===== config.mk =====
export PLATFORM = sky130hd
export DESIGN_NAME = hazard_ctrl
export DESIGN_NICKNAME = d
export VERILOG_FILES = /design/src/rtl/pipe_model_pkg.sv /design/src/rtl/hazard_ctrl.sv
export SDC_FILE = /design/constraint.sdc
export NUM_CORES = 1
export LEC_CHECK = 0
export ABC_AREA = 1
export CORE_MARGIN = 5
export CORE_UTILIZATION = 30
export CTS_CLUSTER_DIAMETER = 40
export DETAILED_ROUTE_END_ITERATION = 8
export PLACE_DENSITY_LB_ADDON = 0.12
export SLEW_MARGIN = 20
export SYNTH_ARGS = -nofsm -noshare
export SYNTH_HDL_FRONTEND = slang
export SYNTH_SLANG_ARGS = --single-unit

===== constraint.sdc =====
create_clock -name clk -period 5.4 [get_ports clk]
set_clock_uncertainty 0.15 [all_clocks]
set_input_delay 1.08 -clock clk [delete_from_list [all_inputs] [get_ports clk]]
set_output_delay 1.08 -clock clk [all_outputs]
set_load 0.01 [all_outputs]

===== src/rtl/pipe_model_pkg.sv =====
package pipe_model_pkg;
  parameter int TagW  = 8;
  parameter int RegW  = 5;
  parameter int AddrW = 32;
  localparam int NReg = 1 << RegW;

  typedef struct packed {
    logic             valid;
    logic [TagW-1:0]  tag;
    logic [RegW-1:0]  dst;
    logic             dstEn;
    logic [RegW-1:0]  srcA;
    logic             srcAEn;
    logic [RegW-1:0]  srcB;
    logic             srcBEn;
    logic             memEn;
    logic             memWrite;
    logic [AddrW-1:0] memAddr;
  } slot_t;

  typedef struct packed {
    logic advDecode;
    logic takeInput;
    logic stall;
  } strobe_t;
endpackage


===== src/rtl/hazard_ctrl.sv =====
module hazard_ctrl import pipe_model_pkg::*; (
  input  logic    clk,
  input  logic    rstN,
  input  slot_t   fetchSlot,
  input  slot_t   decSlot,
  input  slot_t   issSlot,
  input  slot_t   exeSlot,
  input  logic    inValid,
  input  logic    drain,
  output strobe_t strobe,
  output logic    inReady
);
  logic [NReg-1:0] pending, clrMask, live, setMask, pendingNext;
  logic  hold, nextStall;
  slot_t nextDec;

  function automatic logic readsAny(slot_t s, logic [NReg-1:0] m);
    return s.valid && ((s.srcAEn && m[s.srcA]) || (s.srcBEn && m[s.srcB]));
  endfunction

  always_comb begin
    clrMask = '0;
    if (exeSlot.valid && exeSlot.dstEn &&
        !(issSlot.valid && issSlot.dstEn && issSlot.dst == exeSlot.dst))
      clrMask[exeSlot.dst] = 1'b1;
    live = pending & ~clrMask;
    hold = readsAny(decSlot, live);
    setMask = '0;
    if (!hold && decSlot.valid && decSlot.dstEn)
      setMask[decSlot.dst] = 1'b1;
    pendingNext = live | setMask;
    nextDec   = hold ? decSlot : fetchSlot;
    nextStall = readsAny(nextDec, pendingNext);
    inReady   = !nextStall && !drain;
    strobe.advDecode = !hold;
    strobe.takeInput = inReady && inValid;
    strobe.stall     = readsAny(decSlot, pending);
  end

  always_ff @(posedge clk) begin
    if (!rstN) pending <= '0;
    else       pending <= pendingNext;
  end

  // Independent slot comparison for the checks below
  function automatic logic srcHit(slot_t c, slot_t p);
    return c.valid && p.valid && p.dstEn &&
           ((c.srcAEn && c.srcA == p.dst) || (c.srcBEn && c.srcB == p.dst));
  endfunction

  logic issHit, exeHit;
  assign issHit = srcHit(decSlot, issSlot);
  assign exeHit = srcHit(decSlot, exeSlot);

  a_r2_stall_matches_producers: assert property (@(posedge clk) disable iff (!rstN)
    strobe.stall == (issHit || exeHit));
  a_r4_hold_behind_issue: assert property (@(posedge clk) disable iff (!rstN)
    issHit |-> !strobe.advDecode);
endmodule


==> results.txt <==
----------------------------------------------------
[Critical path]
  Max incr delay on CP ... 450 ps
  Crit. End Element ... output port
  Cell with the largest stage delay on the worst path ... sky130_fd_sc_hd__clkdlybuf4s50_1
  Critical path data arrival time ... 4500 ps
  Start-to-end type of the worst setup path ... in2out
  Biggest fanout along the worst timing path ... 8
  Crit Reg-Reg Startpoint ... pending[10]$_SDFF_PN0_
  Kind of launch point of the worst setup path ... input pin
  Origin of the worst setup path ... issSlot[60]
  Required time of the worst setup path ... 4170 ps

[Run]
  Count of maximum capacitance violations ... 0

[Clocking]
  Clock input transition at the sequential cells of the worst setup and hold paths ... 50 ps
  CTS tree ... done
  Insertion delay of the later-clocked pin in the worst-skew pair ... 270 ps
  Number of H-tree branching levels ... 2
  Post-cts hold buffer count ... 0
  Clock sink count ... 32
  Number of clock buffers inserted by TritonCTS ... 5
  CTS root buf ... sky130_fd_sc_hd__clkbuf_16
  Max Root-Sink Buffers ... 2

[Timing]
  Slew at the pin closest to its max-slew limit ... 931 ps
  Highest clock rate ... 175 MHz
  Unrepaired setup endpoints after global routing ... true
  Final-report max-slew violation count ... 0
  # setup viols final ... 2
  Period minus WS final ... 5730 ps
  Relative slew slack ... 37.8%
  Number of hold violations in the final report ... 0
  Fin worst setup slack ... -329 ps
  Accumulated negative setup slack ... -642 ps
  Final Cycle Share ... 106%

[Global routing]
  Wire length of the first global-routing pass ... 29500 um
  Met1 demand-to-capacity share in global routing ... 29.5%
  Antenna violations before repair ... 0
  Global route total overflow ... 0
  Met3 demand-to-capacity share in global routing ... 1.63%
  Largest net degree at the start of global routing ... 33
  Number of global-route vias before repair ... 5756
  Global routing usage on met2 ... 36.6%
  GRT Overall Usage ... 22.1%
  Busiest metal layer after global routing ... met2

[Floorplanning]
  Height of the chip ... 130 um
  Number of rows created at floorplan ... 44
  Number of placed I/O pins ... 252
  Die Width ... 130 um
  Floorplan Core Area ... 0.0144 sq mm
  Effective utilization at floorplan ... 30.3%
  Total Die Area ... 0.0170 sq mm

[Finish]
  Final Net Count ... 1229
  Flip-flop count of the largest register after layout ... 32
  Count of inserted antenna diode cells ... 0
  Layout Area Growth over Synthesis ... 68.1%
  Register bank with the most flops ... pending
  Layout cell share with drive strength beyond 1 ... 36.0%
  Largest registers ranked by flip-flop count ... pending x32

[Drt]
  Detailed Route Iter0 Violations ... 653
  # DRC ... 0
  DR vias/cell ... 5.38
  Number of detailed-routing iterations run before antenna repair ... 5
  Via count ... 6262
  Wire length per cell ... 17.4 um
  Final Routed Wirelength ... 20200 um
  Antenna-violating nets left ... 0

[Synth]
  Dominant cell type by area after synthesis ... sky130_fd_sc_hd__nand3_1
  Total of flip-flops plus latches after synthesis ... 32
  Count of synthesis-stage warnings from yosys ... 0
  Cells after synthesis ... 805
  Cell Area, Synth ... 0.00435 sq mm
  Most instantiated library cell after synthesis ... sky130_fd_sc_hd__nand2_1
  Synth top area share ... 22.3%
  Most used flip-flop cell after synthesis ... sky130_fd_sc_hd__dfxtp_1
  Cell types with the largest area share after synthesis ... sky130_fd_sc_hd__nand3_1, sky130_fd_sc_hd__nand2_1, sky130_fd_sc_hd__dfxtp_1, sky130_fd_sc_hd__nor2_1, sky130_fd_sc_hd__nand3_2
  Net count after synthesis ... 1053
  Leading post-synthesis cells by instance count ... sky130_fd_sc_hd__nand2_1, sky130_fd_sc_hd__nand3_1, sky130_fd_sc_hd__nor2_1
  Yosys cell types ... 34
  Number of flops mapped to enable cells by yosys ... 0
  Fraction of synthesis flops using an asynchronous set or reset pin ... 0%
  Proportion of synthesized chip area in sequential cells ... 14.7%
  Average instance area after synthesis ... 5.40 sq um

[Hold path]
  Origin of the worst min-delay path ... pending[5]$_SDFF_PN0_
  Hold WC Path Type ... reg2reg

[Power and ir drop]
  Static leakage ... 3.04 nW
  Peak supply drop ... 0.0000751 V
  Tot Pwr ... 0.000946 W
  Total power per unit cell area ... 129 mW/mm^2

[Status]
  Failing checks ... setup timing
  Result of the run ... finished with violations

[Placed design]
  Global placer's final weighted congestion ... 1.01
  Placed wire-length estimate after detailed placement ... 15000 um
  Number of input and output port buffers inserted ... 53

----------------------------------------------------
[area by class of cell]
type,count,area (sq um)
inverter,68,258
multi-input combinational,671,4040
fill,1470,7060
timing repair buffer,203,1990
sequential,32,641
tap,184,230
clock buffer,7,153
[metal layers]
metal | vias to the layer above | wire (um)
li1 | 3067 | -
met1 | 2844 | 8530
met2 | 289 | 9480
met3 | 62 | 1340
met4 | 0 | 875
met5 | - | 0
[cells in the final DEF, fill, tap and decap left out, types with 26 or more instances in the layout]
master	synthesis	routed
sky130_fd_sc_hd__nand2_1	230	171
sky130_fd_sc_hd__nand3_1	194	130
sky130_fd_sc_hd__buf_4	0	123
sky130_fd_sc_hd__nor2_1	87	80
sky130_fd_sc_hd__nand3_2	28	69
sky130_fd_sc_hd__nand2_2	4	56
sky130_fd_sc_hd__inv_1	59	53
sky130_fd_sc_hd__a21oi_1	41	40
sky130_fd_sc_hd__clkdlybuf4s50_1	0	40
sky130_fd_sc_hd__dfxtp_1	32	32
sky130_fd_sc_hd__nand3_4	3	26
[per-stage QoR]
stage          util, %  hold slack, ps  cells  worst slack (ps)  cell area [sq um]
6_report          50.9             421   1165              -329               7310
5_1_grt           50.9             427   1165              -534               7310
4_1_cts           44.6             402   1147              -483               6400
3_5_place_dp      41.8             392   1133              -848               6010
3_3_place_gp      41.8             377   1133              -803               6010
2_1_floorplan        -             329    805               683               4350
[worst max-delay path, delay by kind of cell]
kind / cells / cell delay, ps
buf+inv: 7 / 1280
simple gates: 25 / 2070
compound gates: 1 / 60
[worst paths after layout]
| kind | endpoint | slack, ps | depth (start not counted) |
|---|---|---|---|
| max | strobe[1] | -330 | 33 |
| min | pending[5]$_SDFF_PN0_ | 420 | 2 |
| max reg2reg | pending[29]$_SDFF_PN0_ | 3060 | 15 |
| min reg2reg | pending[5]$_SDFF_PN0_ | 420 | 2 |
[logic make-up after synthesis]
kind of cell           Yosys count  share of synthesized area, %
multiplexers                     2                         0.518
buffers and inverters          107                          10.4
flip-flops                      32                          14.7
AND/OR/NAND/NOR                568                          61.0
AO/OA/AOI/OAI                   96                          13.3
[power by group]
group	internal, W	switching, W
Clock	0.000193	0.0000903
Sequential	0.000238	0.00000193
Combinational	0.000180	0.000242
[what timing repair did]
action | CTS | global route
setup buffers | 2 | 10
resized for setup | 48 | 162
setup endpoints to repair | 2 | 2
cloned | 5 | 8
pin swaps | 8 | 63
Note: power is estimated with default switching activity, not from simulation.
